**src/rtl/i2cs_pkg.sv**
```systemverilog
package i2cs_pkg;
  // Byte-level link states
  typedef enum logic [2:0] {
    ST_IDLE,   // waiting for START
    ST_ADDR,   // shifting the address byte
    ST_RX,     // shifting a data byte from the master
    ST_ACK9,   // ninth clock, target may drive ACK
    ST_TX,     // shifting a data byte to the master
    ST_TX9     // ninth clock, master drives its acknowledge
  } link_st_e;
endpackage

```
**src/rtl/i2cs_bus_sampler.sv**
```systemverilog
module i2cs_bus_sampler #(
  parameter int STAGES = 2
) (
  input  logic clk,
  input  logic rst_n,
  input  logic scl_i,
  input  logic sda_i,
  output logic scl_s,
  output logic sda_s,
  output logic scl_rise,
  output logic scl_fall,
  output logic start_det,
  output logic stop_det
);
  logic [STAGES-1:0] scl_pipe, sda_pipe;
  logic [STAGES-1:0] scl_nxt, sda_nxt;
  logic scl_p, sda_p;

  generate
    if (STAGES > 1) begin : g_multi
      assign scl_nxt = {scl_pipe[STAGES-2:0], scl_i};
      assign sda_nxt = {sda_pipe[STAGES-2:0], sda_i};
    end else begin : g_single
      assign scl_nxt = scl_i;
      assign sda_nxt = sda_i;
    end
  endgenerate

  always_ff @(posedge clk or negedge rst_n) begin
    if (!rst_n) begin
      scl_pipe <= '1;
      sda_pipe <= '1;
      scl_p    <= 1'b1;
      sda_p    <= 1'b1;
    end else begin
      scl_pipe <= scl_nxt;
      sda_pipe <= sda_nxt;
      scl_p    <= scl_pipe[STAGES-1];
      sda_p    <= sda_pipe[STAGES-1];
    end
  end

  assign scl_s     = scl_pipe[STAGES-1];
  assign sda_s     = sda_pipe[STAGES-1];
  assign scl_rise  = scl_s && !scl_p;
  assign scl_fall  = !scl_s && scl_p;
  // bus conditions only while SCL is steadily high
  assign start_det = scl_s && scl_p && sda_p && !sda_s;
  assign stop_det  = scl_s && scl_p && !sda_p && sda_s;
endmodule

```
**src/rtl/i2cs_link_fsm.sv**
```systemverilog
module i2cs_link_fsm
  import i2cs_pkg::*;
#(
  parameter int DATA_W = 8
) (
  input  logic              clk,
  input  logic              rst_n,
  input  logic              scl_s,
  input  logic              sda_s,
  input  logic              scl_rise,
  input  logic              scl_fall,
  input  logic              start_det,
  input  logic              stop_det,
  input  logic [DATA_W-2:0] own_addr,
  input  logic              buf_full,
  input  logic              ovf,
  input  logic              stretch,
  input  logic              buf_wr,
  input  logic [DATA_W-1:0] buf_wdata,
  output logic              sda_oe,
  output logic              rx_evt,
  output logic              addr_evt,
  output logic              addr_rd,
  output logic [DATA_W-1:0] byte_q,
  output logic              irq_evt,
  output logic              stretch_evt
);
  localparam int CNT_W = $clog2(DATA_W + 1);
  localparam logic [CNT_W-1:0] FULL = CNT_W'(DATA_W);

  link_st_e          st;
  logic [CNT_W-1:0]  cnt;
  logic [DATA_W-1:0] rx_sr, tx_sr;
  logic              ack_q, tx_mode, mack_q;
  logic              quiet, addr_hit, byte_end, tx_live;

  assign quiet    = !start_det && !stop_det;
  assign addr_hit = (rx_sr[DATA_W-1:1] == own_addr);
  assign byte_end = scl_fall && (cnt == FULL);
  assign tx_live  = (st == ST_TX) && !stretch;

  always_ff @(posedge clk or negedge rst_n) begin
    if (!rst_n) begin
      st      <= ST_IDLE;
      cnt     <= '0;
      rx_sr   <= '0;
      tx_sr   <= '1;
      ack_q   <= 1'b0;
      tx_mode <= 1'b0;
      mack_q  <= 1'b1;
    end else begin
      // host write loads the shifter unless a byte is on the wire
      if (buf_wr && !tx_live) tx_sr <= buf_wdata;
      if (start_det) begin
        st  <= ST_ADDR;
        cnt <= '0;
      end else if (stop_det) begin
        st    <= ST_IDLE;
        cnt   <= '0;
        ack_q <= 1'b0;
      end else begin
        unique case (st)
          ST_ADDR, ST_RX: begin
            if (scl_rise && cnt != FULL) begin
              rx_sr <= {rx_sr[DATA_W-2:0], sda_s};
              cnt   <= cnt + CNT_W'(1);
            end else if (byte_end) begin
              cnt <= '0;
              if (st == ST_ADDR) begin
                if (addr_hit) begin
                  st      <= ST_ACK9;
                  ack_q   <= 1'b1;
                  tx_mode <= rx_sr[0];
                end else begin
                  st <= ST_IDLE;
                end
              end else begin
                st    <= ST_ACK9;
                ack_q <= !buf_full && !ovf;
              end
            end
          end
          ST_ACK9: begin
            if (scl_fall) begin
              ack_q <= 1'b0;
              st    <= tx_mode ? ST_TX : ST_RX;
            end
          end
          ST_TX: begin
            if (scl_rise && cnt != FULL) begin
              cnt <= cnt + CNT_W'(1);
            end else if (scl_fall) begin
              if (cnt == FULL) begin
                st  <= ST_TX9;
                cnt <= '0;
              end else if (cnt != '0) begin
                tx_sr <= {tx_sr[DATA_W-2:0], 1'b1};
              end
            end
          end
          ST_TX9: begin
            if (scl_rise) mack_q <= sda_s;
            else if (scl_fall) st <= mack_q ? ST_IDLE : ST_TX;
          end
          default: st <= ST_IDLE;
        endcase
      end
    end
  end

  assign rx_evt      = quiet && (st == ST_RX) && byte_end;
  assign addr_evt    = quiet && (st == ST_ADDR) && byte_end && addr_hit;
  assign addr_rd     = rx_sr[0];
  assign byte_q      = rx_sr;
  assign irq_evt     = quiet && scl_fall && (st == ST_ACK9 || st == ST_TX9);
  assign stretch_evt = quiet && scl_fall &&
                       ((st == ST_ACK9 && tx_mode) || (st == ST_TX9 && !mack_q));
  assign sda_oe      = (st == ST_ACK9 && ack_q) || (st == ST_TX && !tx_sr[DATA_W-1]);


  sda_hold_chk: assert property (@(posedge clk) disable iff (!rst_n)
    (scl_s && $past(scl_s) && !$past(start_det) && !$past(stop_det)) |-> $stable(sda_oe));


  ovf_nack_chk: assert property (@(posedge clk) disable iff (!rst_n)
    (rx_evt && buf_full) |=> !sda_oe);
endmodule

```
**src/rtl/i2cs_host_regs.sv**
```systemverilog
module i2cs_host_regs #(
  parameter int DATA_W = 8
) (
  input  logic              clk,
  input  logic              rst_n,
  input  logic              rx_evt,
  input  logic              addr_evt,
  input  logic              addr_rd,
  input  logic [DATA_W-1:0] byte_i,
  input  logic              irq_evt,
  input  logic              stretch_evt,
  input  logic              start_det,
  input  logic              stop_det,
  input  logic              buf_wr,
  input  logic [DATA_W-1:0] buf_wdata,
  input  logic              rx_ready,
  input  logic              rel_set,
  input  logic              irq_clr,
  input  logic              ovf_clr,
  output logic [DATA_W-1:0] buf_q,
  output logic              full_q,
  output logic              ovf_q,
  output logic              irq_q,
  output logic              rw_q,
  output logic              stretch_q
);
  logic pop, load;

  assign pop  = full_q && rx_ready;
  assign load = (rx_evt || (addr_evt && addr_rd)) && !full_q;

  always_ff @(posedge clk or negedge rst_n) begin
    if (!rst_n) begin
      buf_q     <= '0;
      full_q    <= 1'b0;
      ovf_q     <= 1'b0;
      irq_q     <= 1'b0;
      rw_q      <= 1'b0;
      stretch_q <= 1'b0;
    end else begin
      if (buf_wr)    buf_q <= buf_wdata;
      else if (load) buf_q <= byte_i;

      if (load)     full_q <= 1'b1;
      else if (pop) full_q <= 1'b0;

      if (rx_evt && full_q) ovf_q <= 1'b1;
      else if (ovf_clr)     ovf_q <= 1'b0;

      if (irq_evt)      irq_q <= 1'b1;
      else if (irq_clr) irq_q <= 1'b0;

      if (addr_evt) rw_q <= addr_rd;

      if (start_det || stop_det) stretch_q <= 1'b0;
      else if (stretch_evt)      stretch_q <= 1'b1;
      else if (rel_set)          stretch_q <= 1'b0;
    end
  end


  ovf_keep_chk: assert property (@(posedge clk) disable iff (!rst_n)
    (rx_evt && full_q && !buf_wr && !rx_ready) |=> (ovf_q && full_q && $stable(buf_q)));


  rx_hold_chk: assert property (@(posedge clk) disable iff (!rst_n)
    (full_q && !rx_ready && !buf_wr) |=> (full_q && $stable(buf_q)));
endmodule

```
**src/rtl/i2c_slave_engine.sv**
```systemverilog
module i2c_slave_engine #(
  parameter int ADDR_W      = 7,
  parameter int SYNC_STAGES = 2
) (
  input  logic              clk,
  input  logic              rst_n,
  input  logic              scl_i,
  input  logic              sda_i,
  input  logic [ADDR_W-1:0] own_addr,
  input  logic              buf_wr,
  input  logic [ADDR_W:0]   buf_wdata,
  input  logic              rel_set,
  input  logic              irq_clr,
  input  logic              ovf_clr,
  input  logic              rx_ready,
  output logic              scl_oe,
  output logic              sda_oe,
  output logic              rx_valid,
  output logic [ADDR_W:0]   rx_data,
  output logic              rw_flag,
  output logic              irq,
  output logic              ovf
);
  localparam int DATA_W = ADDR_W + 1;

  logic scl_s, sda_s, scl_rise, scl_fall, start_det, stop_det;
  logic rx_evt, addr_evt, addr_rd, irq_evt, stretch_evt;
  logic [DATA_W-1:0] byte_q;

  i2cs_bus_sampler #(.STAGES(SYNC_STAGES)) u_sampler (
    .clk(clk), .rst_n(rst_n), .scl_i(scl_i), .sda_i(sda_i),
    .scl_s(scl_s), .sda_s(sda_s), .scl_rise(scl_rise), .scl_fall(scl_fall),
    .start_det(start_det), .stop_det(stop_det)
  );

  i2cs_link_fsm #(.DATA_W(DATA_W)) u_link (
    .clk(clk), .rst_n(rst_n), .scl_s(scl_s), .sda_s(sda_s),
    .scl_rise(scl_rise), .scl_fall(scl_fall),
    .start_det(start_det), .stop_det(stop_det), .own_addr(own_addr),
    .buf_full(rx_valid), .ovf(ovf), .stretch(scl_oe),
    .buf_wr(buf_wr), .buf_wdata(buf_wdata), .sda_oe(sda_oe),
    .rx_evt(rx_evt), .addr_evt(addr_evt), .addr_rd(addr_rd), .byte_q(byte_q),
    .irq_evt(irq_evt), .stretch_evt(stretch_evt)
  );

  i2cs_host_regs #(.DATA_W(DATA_W)) u_regs (
    .clk(clk), .rst_n(rst_n), .rx_evt(rx_evt), .addr_evt(addr_evt),
    .addr_rd(addr_rd), .byte_i(byte_q), .irq_evt(irq_evt),
    .stretch_evt(stretch_evt), .start_det(start_det), .stop_det(stop_det),
    .buf_wr(buf_wr), .buf_wdata(buf_wdata), .rx_ready(rx_ready),
    .rel_set(rel_set), .irq_clr(irq_clr), .ovf_clr(ovf_clr),
    .buf_q(rx_data), .full_q(rx_valid), .ovf_q(ovf), .irq_q(irq),
    .rw_q(rw_flag), .stretch_q(scl_oe)
  );


  irq_edge_chk: assert property (@(posedge clk) disable iff (!rst_n)
    $rose(irq) |-> $past(scl_fall));


  stop_release_chk: assert property (@(posedge clk) disable iff (!rst_n)
    stop_det |=> (!scl_oe && !sda_oe));
endmodule

```
**config.mk**
```make
export PLATFORM = sky130hd
export DESIGN_NAME = i2c_slave_engine
export DESIGN_NICKNAME = d
export VERILOG_FILES = /design/src/rtl/i2cs_pkg.sv /design/src/rtl/i2cs_bus_sampler.sv /design/src/rtl/i2cs_link_fsm.sv /design/src/rtl/i2cs_host_regs.sv /design/src/rtl/i2c_slave_engine.sv
export SDC_FILE = /design/constraint.sdc
export NUM_CORES = 1
export LEC_CHECK = 0
export BUFFER_PORTS_ARGS = -buffer_cell sky130_fd_sc_hd__buf_2
export CAP_MARGIN = 20
export CELL_PAD_IN_SITES_DETAIL_PLACEMENT = 0
export CELL_PAD_IN_SITES_GLOBAL_PLACEMENT = 1
export CORE_ASPECT_RATIO = 0.6
export CORE_MARGIN = 3
export CORE_UTILIZATION = 41
export DETAILED_ROUTE_END_ITERATION = 10
export HOLD_SLACK_MARGIN = 0.1
export PLACE_DENSITY = 0.82
export SLEW_MARGIN = 20
export SYNTH_ARGS = -nofsm -noshare
export SYNTH_HDL_FRONTEND = slang
export SYNTH_HIERARCHICAL = 1
export SYNTH_SLANG_ARGS = --single-unit
```
**constraint.sdc**
```tcl
create_clock -name clk -period 5.45 [get_ports clk]
set_input_delay 0.2725 -clock clk [delete_from_list [all_inputs] [get_ports clk]]
set_output_delay 0.2725 -clock clk [all_outputs]
set_load 0.03 [all_outputs]
```
==> impl_metrics.yaml <==
finish:
  drive_gt1_share_pct: 34.73
  fin_nets: 287
  mostFrequentLayoutCell: "buf_2"
  synthToLayoutAreaGrowth_pct: 13.91
  regArea_sq_um: 1145
  finalCoreUtilization_pct: 49.24
  final_cell_mix: "buf_2 (37), dfrtp_1 (30), nand2_1 (23)"
  design_area_sq_um: 2808
  multi_input_area_sq_um: 1219
  nFillCells: 540
  antennaDiodeCount: 0
setup_path:
  critPathMaxFanout: 8
  cp_slowest_cell: "dfstp_2"
  cp_data_required_time_ns: 5.64
  crit_end: "u_regs/buf_q[7]$_DFFE_PN0P_"
  r2r_slack_ns: 2.81
  rr_worst_depth: 7
  r2r-start: "u_sampler/sda_pipe[1]$_DFF_PN1_"
  cp-startpoint: "u_sampler/sda_pipe[1]$_DFF_PN1_"
  crit_family: "simple AND/OR/NAND/NOR gates"
  max_stage_delay_ns: 0.56
  crit_type: "reg -> reg"
  worstPathArrival_ns: 2.83
  end_kind: "register"
  path_cells: "and4b_1, nor2_1, nand3_1, and3b_1, a21oi_2, o21bai_4, mux2_2"
  critPathBufInv: 0
  critical_path_depth: 7
  regToRegEndpoint: "u_regs/buf_q[7]$_DFFE_PN0P_"
  start_kind: "register"
grt:
  antenna_found_initial: 0
  track_usage_pct: 17.22
  gr-total-overflow: 0
  grt_pass1_vias: 1711
  grt_max_degree: 46
  grt_pass1_wl_mm: 9.177
timing:
  setup_viol: 0
  fmax_ghz: 0.3791
  fin_tns_setup_ns: 0
  finalHoldViolations: 0
  fin_skew_ns: 0.003252
  hold_ws_ns: 0.1216
  finalCritPeriodShare_pct: 48.40
  drv_slew: 0
  rsz0062_at_grt: "no"
  period_minus_slack_ns: 2.638
  worst_pin_slew_ns: 0.9751
  slew_headroom_pct: 34.99
power_and_ir_drop:
  vdd_drop_max_mv: 0.1698
  combPwrFrac_pct: 33.9
  p_sw_share_pct: 37.18
  internal_power_uw: 669.6
  p_clk_share_pct: 19.3
  powerDensity_nw_per_um2: 379.6
  p_seq_share_pct: 46.8
  p_switching_uw: 396.2
  p_leak_uw: 0.001269
yosys:
  ys_types: 51
  synth-seq-cells: 45
  netlist.area_leader.share_pct: 30.46
  synth_ff_type: "dfrtp_1"
  synth_area_leaders: "dfrtp_1 (30%), dfstp_2 (16%), mux2_2 (8.2%)"
  synth-edff-count: 0
  synth_area_leader_cell: "dfrtp_1"
  seq_area_frac_synth_pct: 46.45
  avgSynthCellArea_sq_um: 11.00
  postSynth.asyncResetShare_pct: 100.0
  syn_area_sq_um: 2465
  yosys_warnings: 6
  syn-instance-count: 224
  syn_nets: 250
routing:
  first_pass_iters: 4
  detail-route-antenna-nets: 0
  wirelength_mm: 5.837
  avgRoutedWirePerCell_um: 17.07
  vias: 1856
  drt_iter0_drc: 259
  drc: 0
  viasPerCell: 5.427
floorplanning:
  coreArea_sq_um: 5702
  die_y_um: 66.06
  row_count: 21
  dieArea_sq_um: 7009
  die_w_um: 106.1
  pin_count: 38
  initial_core_util_pct: 43.23
clocking:
  clock_sinks: 45
  clk_path_buf_depth: 2
  ctsHtreeMaxLevel: 2
  cts_tree: "done"
  clkTransAtPathRegs_ns: 0.08
  clk_latency_ns: 0.30
  numCtsBuffers: 5
  cts-root-buf: "clkbuf_8"
placement:
  place_congestion: 0.9693
  port-buffer-count: 37
  dp_hpwl_mm: 4.355
  placed_cell_area_sq_um: 2701
hold_path:
  hold_path.class: "in -> async"
job:
  cap_violations: 0
outcome:
  status: "complete, no violations"
layer usage:
metal | global-route usage (%) | wire, um | up-vias | share of wire [%]
li1 | - | - | 877 | -
met1 | 28.25 | 3118 | 910 | 53
met2 | 20.35 | 2185 | 64 | 37
met3 | 5.756 | 485 | 5 | 8.3
met4 | 4.362 | 47 | 0 | 0.81
met5 | 0 | 0 | - | 0
Yosys cell counts, drive strengths merged, types with 2 or more instances:
| master | instances |
|---|---|
| buf | 5 |
| nand3 | 5 |
| and4b | 2 |
| a21o | 3 |
| dfstp | 15 |
| inv | 14 |
| o32ai | 2 |
| nor3 | 3 |
| mux2i | 10 |
| a21oi | 8 |
| nand2b | 4 |
| clkbuf | 4 |
| ha | 2 |
| a2111o | 2 |
| and3b | 2 |
| nor2b | 3 |
| nand2 | 23 |
| o22ai | 4 |
| o21ai | 15 |
| a221o | 2 |
| mux2 | 27 |
| xnor2 | 9 |
| nor2 | 8 |
| dfrtp | 30 |
power groups by stage:
stage | Sequential (uW) | Clock, uW | Combinational [uW]
6_report | 499 | 206 | 361
5_1_grt | 510 | 226 | 393
4_1_cts | 497 | 214 | 358
3_5_place_dp | 502 | 0 | 353
3_3_place_gp | 501 | 0 | 352
2_1_floorplan | 499 | 0 | 258
flip-flops by register name, summed over array words and instances (netlist names), 2 cells and up:
register and count:
u_link/byte_q 8, u_link/cnt 4, u_link/st 3, u_link/tx_sr 8, u_regs/buf_q 8, u_sampler/scl_pipe 2
u_sampler/sda_pipe 2
worst min path at each step:
stage | cells after the start | slack [ns] | endpoint | startpoint
CTS | 2 | 0.15 | u_regs/full_q$_DFFE_PN0P_ | rx_ready
global route | 2 | 0.17 | u_regs/ovf_q$_DFFE_PN0P_ | ovf_clr
finish | 1 | 0.12 | u_regs/buf_q[3]$_DFFE_PN0P_ | rst_n
floorplan | 0 | -0.02 | u_link/ack_q$_DFFE_PN0P_ | rst_n
detailed placement | 0 | 0.35 | u_sampler/scl_pipe[1]$_DFF_PN1_ | u_sampler/scl_pipe[0]$_DFF_PN1_
global placement | 0 | 0.35 | u_sampler/scl_pipe[1]$_DFF_PN1_ | u_sampler/scl_pipe[0]$_DFF_PN1_
cell families after synthesis:
family / Yosys count / share of synthesized area [%]
AND/OR/NAND/NOR: 58 / 11.98
AO/OA/AOI/OAI: 50 / 15.48
flip-flops: 45 / 46.45
multiplexers: 37 / 17.77
buffers and inverters: 23 / 4.111
XOR/XNOR: 9 / 3.198
adder cells (fa/ha/maj): 2 / 1.015
final cells by class:
cell class | count | area share, %
multi-input cells | 156 | 43.40
flip-flops and latches | 45 | 40.78
well taps | 80 | 3.565
clock inverters | 3 | 0.6239
repair buffers | 39 | 7.308
clock buffers | 5 | 2.451
inverters | 14 | 1.872
repair_timing:
item	4_1_cts	5_1_grt
buffers inserted	0	0
hold endpoints to repair	2	0
resized for setup	0	0
hold buffers	2	0
worst register-to-register path, cell delays in order, from the launching register on:
cell and delay (ns):
dfstp_2 0.56, and4b_1 0.28, nor2_1 0.42, nand3_1 0.17, and3b_1 0.34, a21oi_2 0.11, o21bai_4 0.28, mux2_2 0.38
per-stage QoR:
step / cells / power, uW / setup slack (ns)
2_1_floorplan: 224 / 757.3 / 3.203
3_5_place_dp: 332 / 855.5 / 2.886
6_report: 342 / 1066 / 2.812
4_1_cts: 342 / 1069 / 2.841
5_1_grt: 342 / 1129 / 2.679
3_3_place_gp: 332 / 852.9 / 2.948
Power figures use the tool's default switching activity.
